### src/rtl/alu_pkg.sv
package alu_pkg;
    localparam int DATA_W = 16;
    localparam int IMM_W  = 4;
    localparam int OP_W   = 4;

    typedef enum logic [OP_W-1:0] {
        OP_ADD  = 4'd0,
        OP_SUB  = 4'd1,
        OP_AND  = 4'd2,
        OP_OR   = 4'd3,
        OP_NOT  = 4'd4,
        OP_LSR  = 4'd5,
        OP_ASR  = 4'd6,
        OP_ROL  = 4'd7,
        OP_ROR  = 4'd8,
        OP_SWAP = 4'd9,
        OP_SEXT = 4'd10,
        OP_LOB  = 4'd11,
        OP_HIB  = 4'd12
    } alu_op_e;

    typedef struct packed {
        logic c;
        logic v;
        logic s;
        logic z;
    } alu_flags_t;

    typedef struct packed {
        logic [DATA_W-1:0] result;
        logic              we;
        logic              upd;
        logic              pclr;
        alu_flags_t        flags;
    } alu_state_t;
endpackage

### src/rtl/alu_operand_sel.sv
module alu_operand_sel
    import alu_pkg::*;
#(
    parameter int W  = DATA_W,
    parameter int IW = IMM_W
) (
    input  alu_op_e         op,
    input  logic            alt1,
    input  logic            alt2,
    input  logic [W-1:0]    reg_val,
    input  logic [IW-1:0]   imm_val,
    output logic [W-1:0]    operand
);
    localparam int PAD_W = W - IW;

    logic use_imm;

    always_comb begin
        if (op == OP_SUB) begin
            use_imm = alt2 && !alt1;
        end else begin
            use_imm = alt2;
        end
        operand = use_imm ? {{PAD_W{1'b0}}, imm_val} : reg_val;
    end
endmodule

### src/rtl/alu_arith.sv
module alu_arith #(
    parameter int W = alu_pkg::DATA_W
) (
    input  logic         is_sub,
    input  logic         alt1,
    input  logic         alt2,
    input  logic         cin,
    input  logic [W-1:0] a,
    input  logic [W-1:0] b,
    output logic [W-1:0] res,
    output logic         c,
    output logic         v
);
    logic [W:0] wide;
    logic       extra;

    always_comb begin
        if (!is_sub) begin
            extra = alt1 & cin;
            wide  = {1'b0, a} + {1'b0, b} + {{W{1'b0}}, extra};
            c     = wide[W];
            v     = ~(a[W-1] ^ b[W-1]) & (b[W-1] ^ wide[W-1]);
        end else begin
            extra = alt1 & ~alt2 & ~cin;
            wide  = {1'b0, a} - {1'b0, b} - {{W{1'b0}}, extra};
            c     = ~wide[W];
            v     = (a[W-1] ^ b[W-1]) & (a[W-1] ^ wide[W-1]);
        end
        res = wide[W-1:0];
    end
endmodule

### src/rtl/alu_unary.sv
module alu_unary
    import alu_pkg::*;
#(
    parameter int W = DATA_W
) (
    input  alu_op_e      op,
    input  logic         alt1,
    input  logic         cin,
    input  logic [W-1:0] a,
    input  logic [W-1:0] b,
    output logic [W-1:0] res,
    output logic         c,
    output logic         sign_lo
);
    localparam int H = W / 2;

    always_comb begin
        res     = '0;
        c       = cin;
        sign_lo = 1'b0;
        case (op)
            OP_AND:  res = alt1 ? (a & ~b) : (a & b);
            OP_OR:   res = alt1 ? (a ^ b) : (a | b);
            OP_NOT:  res = ~a;
            OP_LSR: begin
                res = {1'b0, a[W-1:1]};
                c   = a[0];
            end
            OP_ASR: begin
                res = {a[W-1], a[W-1:1]} + {{(W-1){1'b0}}, (alt1 & (&a))};
                c   = a[0];
            end
            OP_ROL: begin
                res = {a[W-2:0], cin};
                c   = a[W-1];
            end
            OP_ROR: begin
                res = {cin, a[W-1:1]};
                c   = a[0];
            end
            OP_SWAP: res = {a[H-1:0], a[W-1:H]};
            OP_SEXT: res = {{H{a[H-1]}}, a[H-1:0]};
            OP_LOB: begin
                res     = {{H{1'b0}}, a[H-1:0]};
                sign_lo = 1'b1;
            end
            OP_HIB: begin
                res     = {{H{1'b0}}, a[W-1:H]};
                sign_lo = 1'b1;
            end
            default: res = '0;
        endcase
    end
endmodule

### src/rtl/prefix_alu.sv
module prefix_alu
    import alu_pkg::*;
#(
    parameter int W  = DATA_W,
    parameter int IW = IMM_W
) (
    input  logic          clk,
    input  logic          rst_n,
    input  logic          op_valid,
    input  logic [3:0]    op_code,
    input  logic          alt1,
    input  logic          alt2,
    input  logic [W-1:0]  src_val,
    input  logic [W-1:0]  reg_val,
    input  logic [IW-1:0] imm_val,
    output logic [W-1:0]  result,
    output logic          dst_we,
    output logic          flag_upd,
    output logic          prefix_clr,
    output logic          flag_c,
    output logic          flag_v,
    output logic          flag_s,
    output logic          flag_z
);
    localparam int H = W / 2;

    alu_state_t st_d, st_q;
    alu_op_e    op;
    logic       op_known;
    logic [W-1:0] operand;
    logic [W-1:0] ar_res, un_res, sel_res;
    logic         ar_c, ar_v, un_c, un_slo;
    logic [3:0]   mask;
    alu_flags_t   calc;

    assign op       = alu_op_e'(op_code);
    assign op_known = (op_code <= 4'(OP_HIB));

    alu_operand_sel #(.W(W), .IW(IW)) i_opsel (
        .op(op), .alt1(alt1), .alt2(alt2),
        .reg_val(reg_val), .imm_val(imm_val), .operand(operand)
    );

    alu_arith #(.W(W)) i_arith (
        .is_sub(op == OP_SUB), .alt1(alt1), .alt2(alt2), .cin(st_q.flags.c),
        .a(src_val), .b(operand), .res(ar_res), .c(ar_c), .v(ar_v)
    );

    alu_unary #(.W(W)) i_unary (
        .op(op), .alt1(alt1), .cin(st_q.flags.c),
        .a(src_val), .b(operand), .res(un_res), .c(un_c), .sign_lo(un_slo)
    );

    always_comb begin
        st_d      = st_q;
        st_d.we   = 1'b0;
        st_d.upd  = 1'b0;
        st_d.pclr = 1'b0;

        case (op)
            OP_ADD, OP_SUB:                 mask = 4'b1111;
            OP_LSR, OP_ASR, OP_ROL, OP_ROR: mask = 4'b1011;
            default:                        mask = 4'b0011;
        endcase

        if (op == OP_ADD || op == OP_SUB) begin
            sel_res = ar_res;
            calc.c  = ar_c;
            calc.v  = ar_v;
        end else begin
            sel_res = un_res;
            calc.c  = un_c;
            calc.v  = st_q.flags.v;
        end
        calc.s = un_slo ? sel_res[H-1] : sel_res[W-1];
        calc.z = (sel_res == '0);

        if (op_valid && op_known) begin
            st_d.result  = sel_res;
            st_d.we      = !(op == OP_SUB && alt1 && alt2);
            st_d.upd     = 1'b1;
            st_d.pclr    = 1'b1;
            st_d.flags.c = mask[3] ? calc.c : st_q.flags.c;
            st_d.flags.v = mask[2] ? calc.v : st_q.flags.v;
            st_d.flags.s = mask[1] ? calc.s : st_q.flags.s;
            st_d.flags.z = mask[0] ? calc.z : st_q.flags.z;
        end
    end

    always_ff @(posedge clk) begin
        if (!rst_n) begin
            st_q <= '0;
        end else begin
            st_q <= st_d;
        end
    end

    assign result     = st_q.result;
    assign dst_we     = st_q.we;
    assign flag_upd   = st_q.upd;
    assign prefix_clr = st_q.pclr;
    assign flag_c     = st_q.flags.c;
    assign flag_v     = st_q.flags.v;
    assign flag_s     = st_q.flags.s;
    assign flag_z     = st_q.flags.z;
endmodule

### config.mk
export PLATFORM = sky130hd
export DESIGN_NAME = prefix_alu
export DESIGN_NICKNAME = d
export VERILOG_FILES = /design/src/rtl/alu_pkg.sv /design/src/rtl/alu_operand_sel.sv /design/src/rtl/alu_arith.sv /design/src/rtl/alu_unary.sv /design/src/rtl/prefix_alu.sv
export SDC_FILE = /design/constraint.sdc
export NUM_CORES = 1
export LEC_CHECK = 0
export ABC_CLOCK_PERIOD_IN_PS = 7790
export BUFFER_PORTS_ARGS = -buffer_cell sky130_fd_sc_hd__buf_2
export CORE_MARGIN = 1.5
export CORE_UTILIZATION = 40
export DETAILED_ROUTE_END_ITERATION = 8
export GPL_TIMING_DRIVEN = 0
export MAX_ROUTING_LAYER = met4
export PLACE_DENSITY = 0.65
export SYNTH_ARGS = -nofsm -noshare
export SYNTH_HDL_FRONTEND = slang
export SYNTH_SLANG_ARGS = --single-unit
### constraint.sdc
create_clock -name clk -period 7.79 [get_ports clk]
set_clock_uncertainty 0.15 [all_clocks]
set_input_delay 1.558 -clock clk [delete_from_list [all_inputs] [get_ports clk]]
set_output_delay 1.558 -clock clk [all_outputs]
set_load 0.005 [all_outputs]
Word-level counts from Yosys, hierarchy flattened:

Index checks and enable logic that the tools add are counted.

* reductions and logical operators: 20
* add/subtract/negate cells: 5
* eq/ne operators: 12
* muxes and demuxes: 19
* order comparisons: 1
* bitwise logic cells: 19

Operators by type and width (number)
* case mux 16 bit (11 select lines): 1
* 2-to-1 mux 16 bit: 5
* bitwise AND 16 bit: 2
* NOT 16 bit: 2
* == test 4 bit (second input constant): 5
* adder 16 x 16 -> 17 bit: 1
* adder 17 x 1 -> 17 bit: 1
* subtractor 16 x 16 -> 17 bit: 1
* subtractor 17 x 1 -> 17 bit: 1
* adder 15 x 2 -> 16 bit: 1
* == test 4 x 3 -> 1 bit (second input constant): 4
* zero test 16 bit: 1
* OR 16 bit: 1
* AND reduction 16 bit: 1
* bitwise XOR 16 bit: 1
* 2-to-1 mux 1 bit: 9
* == test 4 x 2 -> 1 bit (second input constant): 2
* case mux 4 bit (2 select lines): 1
* bitwise AND 1 bit: 6
* 2-to-1 mux 6 bit: 1
* AND reduction 2 bit: 3
* AND reduction 3 bit: 2
* == test 4 x 1 -> 1 bit (second input constant): 1
* less-or-equal comparator 4 bit (second input constant): 1
* other kinds (12): 22

* input port bits: 45
* output and inout bits: 23
* logic and storage cells: 84
* bits in registers: 23

Depth between registers and ports, before layout:

* depth after elaboration: 12
* depth in mapped cells: 21

Hierarchy:

A second synthesis with hierarchy kept.

* cells, all modules: 754
* area total of the unflattened synthesis: 5540.3 um^2

By module, submodules not included
* alu_arith: instances 1, area an instance 2163.3 um^2, cells each 291, sequential area each 0.0 um^2
* alu_unary: instances 1, area an instance 2059.5 um^2, cells each 332, sequential area each 0.0 um^2
* prefix_alu: instances 1, area an instance 1149.9 um^2, cells each 111, sequential area each 440.4 um^2
* alu_operand_sel: instances 1, area an instance 167.7 um^2, cells each 20, sequential area each 0.0 um^2

Least setup slack after synthesis:

No wires, ideal clock.

* path kind: input -> register
* from: input alt1
* to: register st_q, in the netlist flag_c
* path buffers: 5
* cell stages on the path: 19
* required time: 7.523 ns
* slack: 1.701 ns
* arrival time: 5.821 ns
* setup time: 0.117 ns
* cell sequence: clkbuf_1 -> clkbuf_1 -> buf_1 -> clkbuf_1 -> nand2_1 -> nand2_1 -> clkbuf_1 -> nand2_1 -> ha_1 -> ha_1 -> a21o_1 -> a21oi_1 -> o221ai_1 -> a2111oi_1 -> o41ai_1 -> a21oi_1 -> xor2_1 -> o221ai_1 -> a32o_1

* word-level cells in the longest chain between the ends: 9
* elaborated cells on any way between the ends: 14
* classes of those cells: add/sub: 4; mux: 4; bitwise: 4; reduce/logical: 2

RTL lines
* from (decl): line prefix_alu.sv:11 `input logic alt1,`
* zero test 1 bit: line alu_operand_sel.sv:20 `use_imm = alt2 && !alt1;`
* logical AND 1 bit: line alu_operand_sel.sv:20
* 2-to-1 mux 1 bit: line alu_operand_sel.sv:19 `if (op == OP_SUB) begin`
* 2-to-1 mux 16 bit: line alu_operand_sel.sv:24 `operand = use_imm ? {{PAD_W{1'b0}}, imm_val} : reg_val;`
* subtractor 16 x 16 -> 17 bit: line alu_arith.sv:25 `wide = {1'b0, a} - {1'b0, b} - {{W{1'b0}}, extra};`
* subtractor 17 x 1 -> 17 bit: line alu_arith.sv:25
* NOT 1 bit: line alu_arith.sv:26 `c = ~wide[W];`
* 2-to-1 mux 1 bit (*): line alu_arith.sv:18 `if (!is_sub) begin`
* 2-to-1 mux 2 bit (*): line prefix_alu.sv:66 `if (op == OP_ADD || op == OP_SUB) begin`
* to (signal assigned): line prefix_alu.sv:94 `st_q <= st_d;`
* to (decl): line prefix_alu.sv:27 `alu_state_t st_d, st_q;`

Every way passes the cells marked *; elsewhere a longest branch is shown, timed or not.
A chain may end at the register's enable or synchronous reset.

Worst setup path after layout:

Ends and elaborated chain as after synthesis.

==> run metrics <==
WHS Path Cells=2; hold wc startpoint=flag_z; Inserted Diodes=0; FF-to-FF End=flag_c; Power Dens Cells=between 100 and 150 mW/mm2; first-pass GRT wire length=~33000 um; die width=118 um; IR drop worst, VDD=between 0.05 and 0.06 mV; fin crit share=between 90% and 100%; Initial Util=a little over two fifths; ys flop type=dfxtp_1; warnings from Yosys=0; Cells after Synth=about 760; Reg2Reg Depth=15; Logic pwr share=62.4%; Req. time, crit path=between 7 and 8 ns; Slew @ Worst Pin=around 1.4 ns; relative max-transition margin=about 4.0%; Port Buffers=64; total routed wirelength=between 20000 and 25000 um; DRC=0; GRT overflow=0; routed len/inst=21.7 um; CTS H-tree lvls=1; RSZ-0062 raised after global routing=false; register area share after synthesis=roughly 8.3%; Vert. Die Dim=around 120 um; crit path DAT=7.43 ns; Seq cells post-synth=22; GPL Wtd Cong=about 1.0; sequential power share=19.5%; row count=a little over 40; Net Sw Frac=a little under half; NumNets Final=roughly 940; MaxCap Viol Count=0; CP startpoint kind=primary input; Simple-Gate Fraction of Synth Area=between 20% and 30%; Cell Chain, Critical Path=clkbuf_1 -> clkbuf_1 -> buf_2 -> clkbuf_1 -> nand2_1 -> nand2_1 -> nand2_1 -> ha_1 -> ha_1 -> a21o_1 -> a31oi_1 -> o221ai_1 -> a2111oi_2 -> o41ai_1 -> a21oi_1 -> xor2_1 -> o221ai_1 -> a32o_1; HP Class=reg -> reg; Power Internal=approximately 0.35 mW; Sw Pwr=around 0.3 mW; via count=approximately 6400; status=completed; Lkg Pwr=~2.6 nW; Hold EP=flag_z; Critical R2R Launch=flag_c; Clk pwr share=between 15 and 20%; Top Ports=68; clk sink count=22; Die Area=0.0140 mm2; asr flop ratio synth=0%; CP max FO=12; slowest library cell on the worst path=a2111oi_2; First DRT Iteration DRCs=just under 600; Final min period=roughly 7.4 ns; post-synthesis compound-gate area fraction=about a third; XOR/XNOR Fraction of Synth Area=under 10%; Detailed Place HPWL=17000 um; DP Cell Count=between 900 and 1000; kind of critical path=in -> reg; CP peak stage delay=just under 0.6 ns; Final Hold Violating Endpoints=0; vias in the first global route=approximately 5700; remaining antenna violation count=0; Total GRT Usage=30.8%; via density per instance=roughly 6.4; Post-CTS Setup Inserts=0; share of layout cells above drive strength 1=between 10 and 15%; fmax=135 MHz; Yosys cell types=80; core area=approximately 0.013 mm2; Total Neg Setup Slack=0 ns; Synthesized Nets=about 870; mapped cell area=between 0.005 and 0.006 mm2; fin cells=1002; CTS tree=built; maximum root-to-sink buffer count=2; Setup violations, final=0; R2R Setup Slk=roughly 3.4 ns; Skew-Pair Late Insertion Delay=0.25 ns; Post-Synth Adder-Cell Area=between 10% and 20%; largest net degree at the start of global routing=13; initial antenna violation count=0; Fillers=1367; buffer and inverter count on the worst path=4; post-synthesis mux area share=under 10%; Worst path top cell family by delay=compound AO/OA/AOI/OAI gates; DRT Pass-1 Iters=5; Root Buffer=clkbuf_16; CTS buffer count=3; P&R area growth vs syn=12.2%; crit end category=flip-flop; combinational family with the most area after synthesis=compound AO/OA/AOI/OAI gates; Final Slew Violations=0; EDFF count, synth=0; Reg clk slew, reported paths=around 0.06 ns; Mean Syn Cell Area=approximately 7.0 um2
==> Yosys cell counts, types with 9 or more instances <==
master      n  area [um2]
a211oi_1   13        97.6
a21o_1     10        75.1
a21oi_1    47         235
a311oi_1   10        87.6
a31oi_1    15        93.8
clkbuf_1   47         176
dfxtp_1    22         440
ha_1       64         801
inv_1      61         229
mux2i_1    16         160
nand2_1    62         233
nand3_1    28         140
nor2_1     51         191
nor2b_1    14        87.6
nor3_1     20         100
o2111ai_1   9        78.8
o211ai_1   14         105
o21ai_0    45         225
xnor2_1    22         193
xor2_1     13         114
==> placed cells by master, fill, tap and decap left out, types with 7 or more instances in the layout <==
cell type / count
a211o_1: 7
a211oi_1: 13
a21o_1: 10
a21oi_1: 47
a311oi_1: 10
a31oi_1: 15
and3_1: 8
buf_2: 73
clkbuf_1: 46
dfxtp_1: 22
ha_1: 64
inv_1: 61
mux2i_1: 16
nand2_1: 62
nand3_1: 28
nand4_1: 8
nor2_1: 51
nor2b_1: 14
nor3_1: 20
o2111ai_1: 9
o211ai_1: 14
o21ai_0: 45
o22ai_1: 8
or3_1: 8
xnor2_1: 22
xor2_1: 13
==> through the flow <==
stage,worst slack [ns],area [um2],total power [mW],util (%),hold WS [ns]
6_report,0.361,5970,0.645,46.7,0.315
3_5_place_dp,-0.238,5870,0.515,45.9,0.319
3_3_place_gp,-0.270,5850,0.514,45.8,0.298
4_1_cts,0.188,5960,0.633,46.6,0.326
5_1_grt,0.149,5970,0.684,46.7,0.359
2_1_floorplan,1.70,5320,0.392,-,0.302
==> worst reg2reg max path: cells and delay by family (launching register included) <==
family | cells | cell delay, ns
compound gates | 8 | 2.39
fa+ha+maj | 2 | 0.42
flops | 1 | 0.39
buf+inv | 1 | 0.07
xor+xnor | 2 | 0.33
simple gates | 2 | 0.53
==> power groups by stage <==
stage	clock (mW)	combinational [mW]	sequential (mW)
floorplan	0	0.263	0.129
global placement	0	0.386	0.128
detailed placement	0	0.386	0.128
CTS	0.118	0.389	0.126
global route	0.123	0.435	0.127
finish	0.117	0.402	0.126
==> cells by family after synthesis <==
logic type,after synthesis
XOR/XNOR,35
AO/OA/AOI/OAI,244
flip-flops,22
buffers and inverters,122
AND/OR/NAND/NOR,254
multiplexers,18
adder cells (fa/ha/maj),67
==> what timing repair did <==
action                     CTS  global route
hold buffers                 0             0
setup endpoints to repair    1             2
resized for setup            1             2
==> layout make-up <==
type	instances	area [um2]	share of cell area, %
buffer	59	248	4.15
timing repair buffer	65	328	5.49
multi-input combinational	618	4420	74.0
sequential	22	440	7.38
clock buffer	4	88.8	1.49
inverter	62	233	3.90
tap	172	215	3.61
==> sequential cells by signal, summed over array words and instances, names as in the netlist <==
register  cells
flag_s        1
dst_we        1
result       16
flag_upd      1
flag_c        1
flag_z        1
flag_v        1
==> metal layers <==
| metal | wire [um] | track usage, % |
|---|---|---|
| met1 | 9020 | 40.5 |
| met2 | 9320 | 46.2 |
| met3 | 2460 | 5.89 |
| met4 | 936 | 12.4 |
| met5 | 0 | - |
==> worst max path at each step <==
stage / from / endpoint / depth (start not counted)
final: alt1 / flag_c / 18
after detailed placement: alt1 / flag_c / 19
after global routing: alt1 / flag_c / 18
after floorplan: alt1 / flag_c / 19
after global placement: alt1 / flag_c / 19
after CTS: alt1 / flag_c / 19
Power figures use the tool's default switching activity.
